$ cat config.mk
export PLATFORM = sky130hd
export DESIGN_NAME = dly_tx_timer
export DESIGN_NICKNAME = d
export VERILOG_FILES = /design/src/rtl/dtt_pkg.sv /design/src/rtl/dtt_regs.sv /design/src/rtl/dtt_event_sel.sv /design/src/rtl/dtt_prescaler.sv /design/src/rtl/dtt_counter.sv /design/src/rtl/dly_tx_timer.sv
export SDC_FILE = /design/constraint.sdc
export NUM_CORES = 1
export LEC_CHECK = 0
export ABC_AREA = 1
export ABC_CLOCK_PERIOD_IN_PS = 1600
export BUFFER_PORTS_ARGS = -buffer_cell sky130_fd_sc_hd__buf_2
export CORE_UTILIZATION = 49
export DETAILED_ROUTE_END_ITERATION = 12
export PLACE_DENSITY_LB_ADDON = 0.1
export SYNTH_ARGS = -nofsm -noshare
export SYNTH_HDL_FRONTEND = slang
export SYNTH_SLANG_ARGS = --single-unit
$ cat constraint.sdc
create_clock -name clk -period 1.6 [get_ports clk]
set_input_delay 0.08 -clock clk [delete_from_list [all_inputs] [get_ports clk]]
set_output_delay 0.08 -clock clk [all_outputs]
set_load 0.005 [all_outputs]
$ cat src/rtl/dtt_pkg.sv
// Package: shared constants and types for the delayed transmit timer.
// Assumes an 8-bit register interface and a 14-bit delay length.
package dtt_pkg;
    localparam int          REG_W  = 8;
    localparam int          LEN_W  = 14;
    localparam int          N_EVT  = 4;
    localparam logic [7:0]  HI_DEF = 8'hC2;
    localparam logic [7:0]  LO_DEF = 8'h00;

    // Start selector encoding; value equals the event index it picks.
    typedef enum logic [1:0] {
        START_TXSOF_BEGIN = 2'b00,
        START_TXSOF_END   = 2'b01,
        START_RXSOF_BEGIN = 2'b10,
        START_RXSOF_END   = 2'b11
    } start_sel_e;

    typedef struct packed {
        start_sel_e        sel;
        logic [LEN_W-1:0]  len;
    } tmr_cfg_t;
endpackage

$ cat src/rtl/dtt_regs.sv
// Module: control register pair with readback.
// Holds the high byte (selector + length[13:8]) and low byte (length[7:0]).
// Assumes synchronous active-low reset; enable low and clear strobe force defaults.
module dtt_regs
    import dtt_pkg::*;
(
    input  logic             clk,
    input  logic             rst_n,
    input  logic             en,
    input  logic             mode_clr,
    input  logic             wr_en,
    input  logic             wr_sel,
    input  logic [REG_W-1:0] wr_data,
    input  logic             rd_sel,
    output logic [REG_W-1:0] rd_data,
    output tmr_cfg_t         cfg
);
    logic [REG_W-1:0] hi_q;
    logic [REG_W-1:0] lo_q;

    // Register update: defaults win over writes.
    always_ff @(posedge clk) begin
        if (!rst_n || !en || mode_clr) begin
            hi_q <= HI_DEF;
            lo_q <= LO_DEF;
        end else if (wr_en) begin
            if (wr_sel) lo_q <= wr_data;
            else        hi_q <= wr_data;
        end
    end

    // Readback mux returns stored bytes only.
    always_comb begin
        rd_data = rd_sel ? lo_q : hi_q;
    end

    // Field extraction for the counter.
    always_comb begin
        cfg.sel = start_sel_e'(hi_q[7:6]);
        cfg.len = {hi_q[5:0], lo_q};
    end

    // a clear strobe leaves both registers at defaults.
    assert_clr_defaults_R3: assert property (@(posedge clk) disable iff (!rst_n)
        mode_clr |=> (hi_q == HI_DEF && lo_q == LO_DEF));

    // enable low leaves both registers at defaults.
    assert_en_low_defaults_R1: assert property (@(posedge clk) disable iff (!rst_n)
        !en |=> (hi_q == HI_DEF && lo_q == LO_DEF));
endmodule

$ cat src/rtl/dtt_event_sel.sv
// Module: picks the arming strobe named by the start selector.
// Assumes strobes are synchronous to clk.
module dtt_event_sel
    import dtt_pkg::*;
(
    input  start_sel_e       sel,
    input  logic [N_EVT-1:0] evts,
    output logic             hit
);
    logic [N_EVT-1:0] sel_oh;

    // One-hot decode of the selector, one gate per event.
    for (genvar gi = 0; gi < N_EVT; gi++) begin : g_dec
        assign sel_oh[gi] = (sel == start_sel_e'(gi)) && evts[gi];
    end

    // Any masked strobe arms.
    always_comb begin
        hit = |sel_oh;
    end
endmodule

$ cat src/rtl/dtt_prescaler.sv
// Module: divides clk into one step tick per STEP_CYCLES cycles.
// Restarts on arm so the first step is full; runs only while the count is live.
module dtt_prescaler #(
    parameter int STEP_CYCLES = 118
) (
    input  logic clk,
    input  logic rst_n,
    input  logic restart,
    input  logic run,
    output logic tick
);
    localparam int PS_W = (STEP_CYCLES > 1) ? $clog2(STEP_CYCLES) : 1;
    localparam logic [PS_W-1:0] PS_LAST = PS_W'(STEP_CYCLES - 1);

    logic [PS_W-1:0] ps_q;

    // Step phase counter.
    always_ff @(posedge clk) begin
        if (!rst_n || restart || !run) ps_q <= '0;
        else if (ps_q == PS_LAST)      ps_q <= '0;
        else                           ps_q <= ps_q + 1'b1;
    end

    // Tick on the last phase of each step.
    always_comb begin
        tick = run && (ps_q == PS_LAST);
    end

    // the phase never leaves its step window.
    assert_phase_range_R5: assert property (@(posedge clk) disable iff (!rst_n)
        ps_q <= PS_LAST);
endmodule

$ cat src/rtl/dtt_counter.sv
// Module: one-shot step counter producing the transmit-start pulse.
// Assumes arm is only raised with a non-zero length and never with abort.
module dtt_counter
    import dtt_pkg::*;
(
    input  logic             clk,
    input  logic             rst_n,
    input  logic             arm,
    input  logic             abort,
    input  logic             tick,
    input  logic [LEN_W-1:0] len,
    output logic             busy,
    output logic             tx_start
);
    logic [LEN_W-1:0] cnt_q;
    logic             last_step;

    // Final step detect.
    always_comb begin
        last_step = tick && (cnt_q == LEN_W'(1));
    end

    // Count state: arm, decrement, finish or cancel.
    always_ff @(posedge clk) begin
        if (!rst_n) begin
            busy     <= 1'b0;
            cnt_q    <= '0;
            tx_start <= 1'b0;
        end else begin
            tx_start <= 1'b0;
            if (busy) begin
                if (abort) begin
                    busy  <= 1'b0;
                    cnt_q <= '0;
                end else if (last_step) begin
                    busy     <= 1'b0;
                    cnt_q    <= '0;
                    tx_start <= 1'b1;
                end else if (tick) begin
                    cnt_q <= cnt_q - 1'b1;
                end
            end else if (arm) begin
                busy  <= 1'b1;
                cnt_q <= len;
            end
        end
    end

    // arming never happens with a zero length.
    assert_no_zero_arm_R6: assert property (@(posedge clk) disable iff (!rst_n)
        arm |-> (len != '0));

    // the pulse lasts one cycle.
    assert_pulse_width_R5: assert property (@(posedge clk) disable iff (!rst_n)
        tx_start |=> !tx_start);

    // the pulse comes only as a running count ends.
    assert_pulse_ends_count_R5: assert property (@(posedge clk) disable iff (!rst_n)
        tx_start |-> (!busy && $past(busy)));

    // a live count keeps running until its last step.
    assert_busy_holds_R7: assert property (@(posedge clk) disable iff (!rst_n)
        (busy && !abort && !last_step) |=> busy);

    // a cancel ends the count with no pulse.
    assert_abort_silent_R8: assert property (@(posedge clk) disable iff (!rst_n)
        (busy && abort) |=> (!busy && !tx_start));
endmodule

$ cat src/rtl/dly_tx_timer.sv
// Module: top of the event-triggered delayed transmit timer.
// Joins register file, event select, prescaler and counter. Assumes all
// inputs synchronous to clk and a synchronous active-low reset.
module dly_tx_timer
    import dtt_pkg::*;
#(
    parameter int STEP_CYCLES = 118
) (
    input  logic       clk,
    input  logic       rst_n,
    input  logic       en,
    input  logic       mode_clr,
    input  logic       wr_en,
    input  logic       wr_sel,
    input  logic [7:0] wr_data,
    input  logic       rd_sel,
    output logic [7:0] rd_data,
    input  logic       ev_txsof_begin,
    input  logic       ev_txsof_end,
    input  logic       ev_rxsof_begin,
    input  logic       ev_rxsof_end,
    output logic       tx_start,
    output logic       busy
);
    tmr_cfg_t         cfg;
    logic [N_EVT-1:0] evts;
    logic             evt_hit;
    logic             abort;
    logic             arm;
    logic             tick;

    // Event vector, index equals selector code.
    always_comb begin
        evts = {ev_rxsof_end, ev_rxsof_begin, ev_txsof_end, ev_txsof_begin};
    end

    // Cancel causes and arming qualification.
    always_comb begin
        abort = wr_en || mode_clr || !en;
        arm   = !busy && evt_hit && !abort && (cfg.len != '0);
    end

    dtt_regs u_regs (
        .clk      (clk),
        .rst_n    (rst_n),
        .en       (en),
        .mode_clr (mode_clr),
        .wr_en    (wr_en),
        .wr_sel   (wr_sel),
        .wr_data  (wr_data),
        .rd_sel   (rd_sel),
        .rd_data  (rd_data),
        .cfg      (cfg)
    );

    dtt_event_sel u_evsel (
        .sel  (cfg.sel),
        .evts (evts),
        .hit  (evt_hit)
    );

    dtt_prescaler #(.STEP_CYCLES(STEP_CYCLES)) u_ps (
        .clk     (clk),
        .rst_n   (rst_n),
        .restart (arm),
        .run     (busy),
        .tick    (tick)
    );

    dtt_counter u_cnt (
        .clk      (clk),
        .rst_n    (rst_n),
        .arm      (arm),
        .abort    (abort),
        .tick     (tick),
        .len      (cfg.len),
        .busy     (busy),
        .tx_start (tx_start)
    );
endmodule

==> results of run 1 <==
worst max path at each step:
stage	cells after the start	start	slack, ns	to
6_report	11	u_ps.ps_q[1]$_SDFF_PP0_	0.13	u_cnt.cnt_q[4]$_SDFFE_PN0P_
5_1_grt	11	u_ps.ps_q[1]$_SDFF_PP0_	-0.03	u_cnt.cnt_q[4]$_SDFFE_PN0P_
4_1_cts	10	u_ps.ps_q[0]$_SDFF_PP0_	0.03	u_cnt.cnt_q[4]$_SDFFE_PN0P_
3_5_place_dp	10	u_ps.ps_q[0]$_SDFF_PP0_	0.04	u_cnt.cnt_q[4]$_SDFFE_PN0P_
3_3_place_gp	11	u_cnt.cnt_q[1]$_SDFFE_PN0P_	0.11	u_cnt.cnt_q[4]$_SDFFE_PN0P_
2_1_floorplan	10	u_ps.ps_q[0]$_SDFF_PP0_	0.22	u_cnt.cnt_q[4]$_SDFFE_PN0P_
where the power goes:
| group | internal [µW] | switching [µW] |
|---|---|---|
| sequential | 997 | 25.1 |
| combinational | 153 | 249 |
| clock | 465 | 376 |
| total | 1610 | 650 |
logic make-up after synthesis:
kind of cell / after synthesis
xor+xnor: 6
flops: 39
simple gates: 220
fa+ha+maj: 4
buf+inv: 46
compound gates: 43
flip-flops by register name, summed over array words and instances, names as in the netlist:
register        flops
u_regs.lo_q         8
u_ps.ps_q           7
u_cnt.cnt_q        14
u_cnt.busy          1
u_regs.hi_q         8
u_cnt.tx_start      1
placed cells by master (no fill, tap or decap), types with 4 or more instances in the layout:
master      n
nand2_1   100
inv_1      36
dfxtp_1    37
buf_2      28
nand2_2    12
o21ai_0    14
o21ai_1     4
nand3_1    19
nor2_1     60
a21oi_1    22
xor2_1      4
clkbuf_8    5
buf_4      11
nor2_2     14
stage by stage:
stage	power (µW)	hold slack (ns)
after floorplan	1320	0.203
after global placement	1430	0.318
after detailed placement	1430	0.318
after CTS	2260	0.00961
after global routing	2370	0.00289
final	2260	0.0134
Yosys cell counts:
master	count
and2_1	1
o21ai_1	3
buf_6	1
nand3_1	20
nor4_1	1
nor2_4	1
or2_2	1
nand2_2	13
inv_2	1
nor2_2	14
clkbuf_1	4
or2_0	1
dfxtp_1	39
ha_1	4
nor3b_1	3
nor2_1	62
xnor2_1	2
inv_4	1
nand2_4	1
a21oi_1	22
inv_1	37
buf_2	1
nand2_1	101
o21ai_0	15
nor3_4	1
o211ai_1	2
xor2_1	4
a21oi_2	1
buf_8	1
worst max-delay path, cell delays in order, from the launching register on:
cell     delay, ns
dfxtp_2       0.34
inv_1         0.05
ha_1          0.13
nand2_1       0.06
nor2_2        0.12
nand2_2       0.09
nor2_4        0.15
nand2_4       0.09
nand2_4       0.11
o21ai_1       0.07
nor2_1        0.13
nor2_2        0.05
repair_timing:
action,4_1_cts,5_1_grt
setup buffers,0,2
endpoints found under the setup margin,0,14
gates resized for setup,0,14
cell type report:
class                      instances  area share [%]
tap                               52            2.44
clock inverter                     3            1.64
timing repair buffer              39            8.34
clock buffer                       5            2.58
sequential                        39            29.3
multi-input combinational        273            50.1
inverter                          39            5.58
layer usage:
| layer | track usage (%) | up-vias |
|---|---|---|
| li1 | - | 1189 |
| met1 | 31.4 | 887 |
| met2 | 37.6 | 45 |
| met3 | 4.33 | 4 |
| met4 | 8.00 | 0 |
| met5 | 0 | - |
==> impl_metrics.toml, run 1 <==
[cts]
cts_tree = "done"
clkLatencyLatePin_ns = 0.29
clk_pin_slew_worst_paths_ns = 0.08
cts.sinks = 39
root_buffer = "clkbuf_8"
postCtsHoldBufs = 0
cts_buffers = 5
cts_buffer_depth = 2
h-tree-depth = 2

[die]
coreArea_um2 = 4410
fp.dieH_um = 70.1
row_count = 24
fp.dieArea_um2 = 4910
io_pins = 29
start_util_pct = 51.4
fp.dieW_um = 70.1

[critical_path]
path_class = "reg2reg"
reg2reg_slack_ns = 0.13
cp-start-kind = "register"
worst_setup_path_end_kind = "register"
critical_path_arrival_ns = 1.67
reg2reg_to = "u_cnt.cnt_q[4]$_SDFFE_PN0P_"
cp.required_ns = 1.79
path_max_fanout = 8
rr_startpoint = "u_ps.ps_q[1]$_SDFF_PP0_"
reg2reg_depth = 11

[routing]
drc_errors = 0
drt_iter0_drc = 93
wl_met3_um = 171
dr.pass1.iters = 4
wl_met1_mm = 2.54
postRouteAntennaNets = 0
finalWirelength_mm = 5.15
top_layer = "met4"
vias = 2125
wl_met2_mm = 2.38
viasPerCell = 4.72
post_drt_wl_per_cell_um = 11.4

[timing]
fin_crit_sh_pct = 91.9
fin_setup_tns_ns = 0
setup_viol = 0
finalClockSkew_ns = 0.00720
worst_pin_slew_ns = 0.396
max_freq_ghz = 0.680
slew_headroom_pct = 73.6
slew_viol_final = 0
setup_ws_ns = 0.129
final-hold-violation-count = 0
min_period_ns = 1.47
rsz0062_at_grt = "yes"

[global_routing]
grt_pass1_vias = 1984
grt_max_degree = 26
grt-ovfl-total = 0
track_usage_pct = 23.4
antenna_found_initial = 0
grt_pass1_wl_mm = 9.06

[synth]
syn_nets = 381
ys_warn_count = 0
synth-adder-area-share_pct = 2.21
synth-seq-cells = 39
synthMuxAreaShare_pct = 0
synth-xor-area-share_pct = 2.32
ys_seq_area_share_pct = 34.4
syn-instance-count = 358
synth_top_family_by_area = "simple AND/OR/NAND/NOR gates"
synth_area_um2 = 2270
yosys.area.top_type = "dfxtp_1"
ys_top_cells_by_area = "dfxtp_1 34%, nand2_1 17%, nor2_1 10%, inv_1 6.1%, a21oi_1 4.9%"
yosysUniqueCellTypes = 29
avgSynthCellArea_um2 = 6.34
yosys.area_share.simple_pct = 42.6
synth_top_area_share_pct = 34.4
synth_compound_area_share_pct = 9.87

[final_layout]
finalInstanceArea_um2 = 2670
syn_to_final_growth_pct = 17.6
nNetsFinal = 420
drive_gt1_share_pct = 22.4
nFillCells = 447
diodes = 0
final_cells = 450
multi_input_area_um2 = 1340
post-route-util_pct = 60.5
ff_latch_area_um2 = 783

[power_and_ir_drop]
powerDensity_nw_per_um2 = 848
p_leak_uw = 0.00128
ir_drop_uv = 398

[hold_path]
timing.hold.worst_path_depth = 3
worstHoldPathType = "in2reg"
hold_start = "wr_data[1]"
min_to = "u_regs.hi_q[1]$_SDFFE_PP1P_"

[placement]
io_buffers = 28
gp_congestion = 0.809
dp_hpwl_mm = 3.95
dp_slack_ns = 0.0357
place_area_um2 = 2500
dpl.cell_count = 440

[run]
cap_violations = 0

[outcome]
outcome = "complete, no violations"
(Power assumes the default switching activity.)
==> run 2, diff against run 1 <==
--- a/config.mk
+++ b/config.mk
@@ -8,9 +8,11 @@
 export ABC_AREA = 1
 export ABC_CLOCK_PERIOD_IN_PS = 1600
 export BUFFER_PORTS_ARGS = -buffer_cell sky130_fd_sc_hd__buf_2
+export CORE_ASPECT_RATIO = 0.5
 export CORE_UTILIZATION = 49
 export DETAILED_ROUTE_END_ITERATION = 12
 export PLACE_DENSITY_LB_ADDON = 0.1
 export SYNTH_ARGS = -nofsm -noshare
 export SYNTH_HDL_FRONTEND = slang
 export SYNTH_SLANG_ARGS = --single-unit
+export TNS_END_PERCENT = 1
==> run 2 against run 1 <==
Setup slack worse by 0.050 ns. First-iteration DRC count is 19% higher. Combinational power is 3% lower. Clock skew is 0.0035 ns lower. Register-to-register slack worse by 0.05 ns. Via count is 4.8% higher. Largest power group unchanged. Highest routed layer unchanged. Routed wire length is 4.1% higher. Global-route usage is 0.40 points higher. Final area is 0.14% lower. Worst hold slack worse by 0.0087 ns. Count of clock-buffer cells in the layout is 1 higher. Critical path type unchanged.
==> impl_metrics.toml, run 2 (synthesized netlist as in run 1, its figures left out) <==
[timing]
max_freq_ghz = 0.658
rsz0062_at_grt = "yes"
setup_viol = 0
fin_setup_tns_ns = 0
finalClockSkew_ns = 0.00365
final-hold-violation-count = 0
min_period_ns = 1.52
fin_crit_sh_pct = 95.0
slew_viol_final = 0
slew_headroom_pct = 74.1
worst_pin_slew_ns = 0.388

[routing]
finalWirelength_mm = 5.36
dr.pass1.iters = 4
vias = 2228
post_drt_wl_per_cell_um = 11.8
drc_errors = 0
drt_iter0_drc = 111
postRouteAntennaNets = 0
viasPerCell = 4.89

[final_layout]
nNetsFinal = 421
layout_common_cells = "100 x nand2_1, 61 x nor2_1, 39 x dfxtp_1"
layout_commonest_cell = "nand2_1"
top_regs = "u_cnt.cnt_q x14, u_regs.hi_q x8, u_regs.lo_q x8"
largest_reg_flops = 14
finalInstanceArea_um2 = 2670
post-route-util_pct = 60.3
syn_to_final_growth_pct = 17.5
final_cells = 456
drive_gt1_share_pct = 21.3
largest_register = "u_cnt.cnt_q"
diodes = 0

[placement]
dpl.cell_count = 446
place_area_um2 = 2510
dp_hpwl_mm = 4.00
gp_congestion = 0.886
io_buffers = 28

[critical_path]
path_max_fanout = 4
path_class = "reg2reg"
reg2reg_depth = 12
cp.required_ns = 1.84
rr_startpoint = "u_ps.ps_q[1]$_SDFF_PP0_"
cp-start-kind = "register"
reg2reg_to = "u_cnt.cnt_q[9]$_SDFFE_PN0P_"
critical_path_arrival_ns = 1.76
worst_setup_path_end_kind = "register"
reg2reg_slack_ns = 0.08

[hold_path]
hold_start = "wr_data[1]"
min_to = "u_regs.hi_q[1]$_SDFFE_PP1P_"
timing.hold.worst_path_depth = 3
worstHoldPathType = "in2reg"

[global_routing]
track_usage_pct = 23.8
grt-ovfl-total = 0
grt_pass1_wl_mm = 9.07
grt_max_degree = 26
grt_pass1_vias = 2022
antenna_found_initial = 0

[cts]
clk_pin_slew_worst_paths_ns = 0.08
cts_buffers = 5
cts.sinks = 39
cts_tree = "done"
h-tree-depth = 2
root_buffer = "clkbuf_8"
cts_buffer_depth = 2
clkLatencyLatePin_ns = 0.30

[run]
cap_violations = 0

[power_and_ir_drop]
pwr-share-seq_pct = 44.7
p_sw_uw = 641
comb_power_share_pct = 17.0
netSwitchingFraction_pct = 28.0
powerDensity_nw_per_um2 = 858
intPower_uw = 1650
p_clk_share_pct = 38.3
ir_drop_uv = 456
p_leak_uw = 0.00127

[die]
start_util_pct = 51.3
fp.dieW_um = 98.3
row_count = 17
io_pins = 29
fp.dieH_um = 50.1
fp.dieArea_um2 = 4920
coreArea_um2 = 4420

[outcome]
outcome = "complete, no violations"
run 2: layout make-up:
cell class	count	area (µm²)
inverter	39	149
clock buffer	6	82.6
timing repair buffer	40	230
sequential	39	781
multi-input combinational	273	1320
clock inverter	2	35.0
tap	57	71.3
fill	445	1760
run 2: routing by layer:
layer | up-vias | routed length (µm) | GRT usage [%]
met2 | 30 | 2290 | 37.7
met5 | - | 0 | 0
li1 | 1190 | - | -
met3 | 8 | 161 | 5.39
met4 | 0 | 61 | 8.21
met1 | 1000 | 2840 | 32.1
run 2: power by group through the flow:
stage	Sequential (µW)	Combinational, µW	Clock, µW
CTS	1020	385	888
detailed placement	1040	381	0
global placement	1040	377	0
floorplan	1040	284	0
global route	1030	446	914
finish	1020	389	875
run 2: how the worst max path moves through the flow:
stage,start,end,slack (ns),depth (start not counted)
after floorplan,u_ps.ps_q[0]$_SDFF_PP0_,u_cnt.cnt_q[4]$_SDFFE_PN0P_,0.22,10
after global placement,u_ps.ps_q[1]$_SDFF_PP0_,u_cnt.cnt_q[6]$_SDFFE_PN0P_,0.13,11
after detailed placement,u_ps.ps_q[1]$_SDFF_PP0_,u_cnt.cnt_q[6]$_SDFFE_PN0P_,0.06,11
after CTS,u_ps.ps_q[1]$_SDFF_PP0_,u_cnt.cnt_q[4]$_SDFFE_PN0P_,0.04,11
after global routing,u_ps.ps_q[1]$_SDFF_PP0_,u_cnt.cnt_q[9]$_SDFFE_PN0P_,-0.08,12
final,u_ps.ps_q[1]$_SDFF_PP0_,u_cnt.cnt_q[9]$_SDFFE_PN0P_,0.08,12
run 2: worst max-delay path, cell delays in order (launching register included):
cell	delay, ns
dfxtp_1	0.36
inv_1	0.05
ha_1	0.17
nand2_1	0.07
nor2_2	0.04
nand2_2	0.11
nor2_4	0.06
buf_4	0.13
a21oi_2	0.20
nand2_1	0.08
nand2_1	0.06
nor2_1	0.05
nor2_2	0.09
run 2: what timing repair did:
item / in CTS / in global routing
hold buffers: 0 / 0
resized for setup: 0 / 6
buffers inserted: 0 / 2
endpoints found under the hold margin: 0 / 0
endpoints found under the setup margin: 0 / 14
run 2: through the flow:
| stage | total power (µW) | hold slack (ns) | worst slack, ns |
|---|---|---|---|
| finish | 2290 | 0.00466 | 0.0796 |
| global route | 2390 | 0.0349 | -0.0760 |
| CTS | 2300 | 0.000484 | 0.0430 |
| detailed placement | 1430 | 0.316 | 0.0579 |
| global placement | 1420 | 0.322 | 0.134 |
| floorplan | 1320 | 0.203 | 0.222 |
==> run 3, diff against run 2 <==
--- a/config.mk
+++ b/config.mk
@@ -5,7 +5,6 @@
 export SDC_FILE = /design/constraint.sdc
 export NUM_CORES = 1
 export LEC_CHECK = 0
-export ABC_AREA = 1
 export ABC_CLOCK_PERIOD_IN_PS = 1600
 export BUFFER_PORTS_ARGS = -buffer_cell sky130_fd_sc_hd__buf_2
 export CORE_ASPECT_RATIO = 0.5
==> run 3 against run 2 <==
The run now ends with setup timing left. Critical path depth decreased by 6. Cell count decreased by 17%. Largest power group unchanged. Core utilization increased by 11 points. Highest routed layer unchanged. Final area increased by 6.0%. Critical path type unchanged.
==> impl_metrics.toml, run 3 <==
[power_and_ir_drop]
ir_drop_uv = 393
powerDensity_nw_per_um2 = 688
p_leak_uw = 0.00119

[final_layout]
syn_to_final_growth_pct = 37.2
layout_commonest_cell = "buf_4"
largest_reg_flops = 14
final_cells = 380
diodes = 0
largest_register = "u_cnt.cnt_q"
top_regs = "u_cnt.cnt_q x14, u_regs.hi_q x8, u_regs.lo_q x8"
nNetsFinal = 348
layout_common_cells = "55 x buf_4, 42 x nand2_1, 31 x dfxtp_1"
post-route-util_pct = 71.3
finalInstanceArea_um2 = 2830
drive_gt1_share_pct = 41.1

[cts]
postCtsHoldBufs = 0
h-tree-depth = 2
cts_buffers = 5
clk_pin_slew_worst_paths_ns = 0.08
root_buffer = "clkbuf_8"
cts_tree = "done"
clkLatencyLatePin_ns = 0.30
cts.sinks = 39
cts_buffer_depth = 2

[timing]
whs_ns = 0.0160
rsz0062_at_grt = "yes"
final-hold-violation-count = 0
setup_viol = 13
fin_crit_sh_pct = 116
slew_headroom_pct = 63.1
worst_pin_slew_ns = 0.552
slew_viol_final = 0
setup_ws_ns = -0.254
finalClockSkew_ns = 0.00727
max_freq_ghz = 0.539
fin_setup_tns_ns = -1.62
min_period_ns = 1.85

[routing]
finalWirelength_mm = 5.84
dr.pass1.iters = 4
post_drt_wl_per_cell_um = 15.4
viasPerCell = 5.72
postRouteAntennaNets = 0
drc_errors = 0
drt_iter0_drc = 164
vias = 2175

[die]
row_count = 16
io_pins = 29
fp.dieW_um = 93.7
fp.dieH_um = 47.8
coreArea_um2 = 3960
start_util_pct = 52.0
fp.dieArea_um2 = 4480

[synth]
ys_top_cells_by_area = "dfxtp_1 38%, nand2_1 7.8%, a21oi_1 6.1%, nand3_1 4.4%, mux2_2 3.8%"
synth_area_um2 = 2060
yosys.area_share.simple_pct = 26.9
synth-adder-area-share_pct = 2.43
syn-instance-count = 250
ys_top_cells_by_count = "43 x nand2_1, 39 x dfxtp_1, 25 x a21oi_1, 18 x nand3_1, 16 x nor2_1"
ys_warn_count = 0
post-synth-top-count-cell = "nand2_1"
yosys_most_used_dff = "dfxtp_1"
synth-seq-cells = 39
synth_edf_count = 0
synth_top_family_by_area = "simple AND/OR/NAND/NOR gates"
synthMuxAreaShare_pct = 4.92
synth_top_area_share_pct = 37.9
syn_nets = 273
ys_seq_area_share_pct = 37.9
synth_compound_area_share_pct = 20.6
yosys.area.top_type = "dfxtp_1"
synthArstFlopShare_pct = 0
avgSynthCellArea_um2 = 8.24
yosysUniqueCellTypes = 48
synth-xor-area-share_pct = 2.13

[global_routing]
busiest_layer = "met2"
grt_util_met1_pct = 36.1
grt-ovfl-total = 0
grt_pass1_vias = 1928
grt_max_degree = 17
antenna_found_initial = 0
grt_use_met3_pct = 7.46
grt_pass1_wl_mm = 9.25
track_usage_pct = 28.0
met2_usage_pct = 47.6

[outcome]
outcome = "complete, but fails checks"
violations = "setup timing"

[run]
cap_violations = 0

[critical_path]
cpPeakStageDelay_ns = 0.39
cp_slowest_cell = "or3b_4"
cp-start-kind = "register"
path_max_fanout = 3
cp.required_ns = 1.80
critical-path-top-delay-family = "simple AND/OR/NAND/NOR gates"
worst_setup_path_end_kind = "register"
crit_chain = "inv_2, ha_4, or3b_4, or3_4, o32a_1, o32ai_1"
path_class = "reg2reg"
critical_path_arrival_ns = 2.06
crit_buf_inv = 1

[placement]
gp_congestion = 0.850
place_area_um2 = 2610
io_buffers = 28
dpl.cell_count = 370
dp_hpwl_mm = 4.40

[hold_path]
worstHoldPathType = "in2reg"
==> run 3: cell count changes after synthesis, sizes merged, moves of 6 or more <==
cell,delta
clkbuf,+7
inv,-30
mux2,+7
nand2,-72
nor2,-61
nor4,+6
o21ai,-11
o32ai,+7
==> run 3: final timing paths <==
path	startpoint	endpoint	slack (ns)	cells after the start
max	u_cnt.cnt_q[1]$_SDFFE_PN0P_	u_cnt.cnt_q[6]$_SDFFE_PN0P_	-0.25	6
min	wr_data[1]	u_regs.hi_q[1]$_SDFFE_PP1P_	0.02	3
max reg2reg	u_cnt.cnt_q[1]$_SDFFE_PN0P_	u_cnt.cnt_q[6]$_SDFFE_PN0P_	-0.25	6
min reg2reg	u_cnt.cnt_q[11]$_SDFFE_PN0P_	u_cnt.cnt_q[11]$_SDFFE_PN0P_	0.48	2
==> run 3: what timing repair did <==
item,CTS,global route
setup endpoints to repair,14,14
endpoints found under the hold margin,0,0
pin swaps,8,3
resized for setup,14,16
gates cloned,0,0
buffers inserted,2,0
==> run 3: cells by family (layout without fill, tap and decap cells) <==
group                    after synthesis  count (layout)
flip-flops                            39              39
buffers and inverters                 25             101
AND/OR/NAND/NOR                      107             107
AO/OA/AOI/OAI                         62              62
multiplexers                           8               8
adder cells (fa/ha/maj)                4               4
XOR/XNOR                               5               5
==> run 3: routing by layer <==
| layer | wire length [µm] | up-vias |
|---|---|---|
| met3 | 429 | 16 |
| li1 | - | 1061 |
| met2 | 2570 | 79 |
| met5 | 0 | - |
| met1 | 2740 | 1019 |
| met4 | 104 | 0 |
==> run 3: layout make-up <==
type | count | area, µm²
well taps | 54 | 67.6
clock buffers | 5 | 68.8
fillers | 299 | 1140
multi-input cells | 186 | 1280
clock inverters | 3 | 15.0
repair buffers | 84 | 573
flip-flops and latches | 39 | 791
inverters | 9 | 33.8
==> run 3: report_power, final <==
| group | total, µW | switching, µW | internal, µW |
|---|---|---|---|
| Combinational | 294 | 149 | 145 |
| Sequential | 990 | 8.53 | 981 |
| Clock | 661 | 362 | 299 |
| Total | 1940 | 520 | 1420 |
==> run 3: metrics by stage <==
stage          worst slack (ns)  power (µW)
6_report                 -0.254        1940
2_1_floorplan            -0.219        1160
3_5_place_dp             -0.289        1280
4_1_cts                  -0.280        1940
3_3_place_gp             -0.211        1270
5_1_grt                  -0.297        2030
==> run 3: tightest hold or removal path, delay by kind of cell <==
kind | cells | cell delay [ns]
buffers and inverters | 1 | 0.09
AND/OR/NAND/NOR | 2 | 0.12
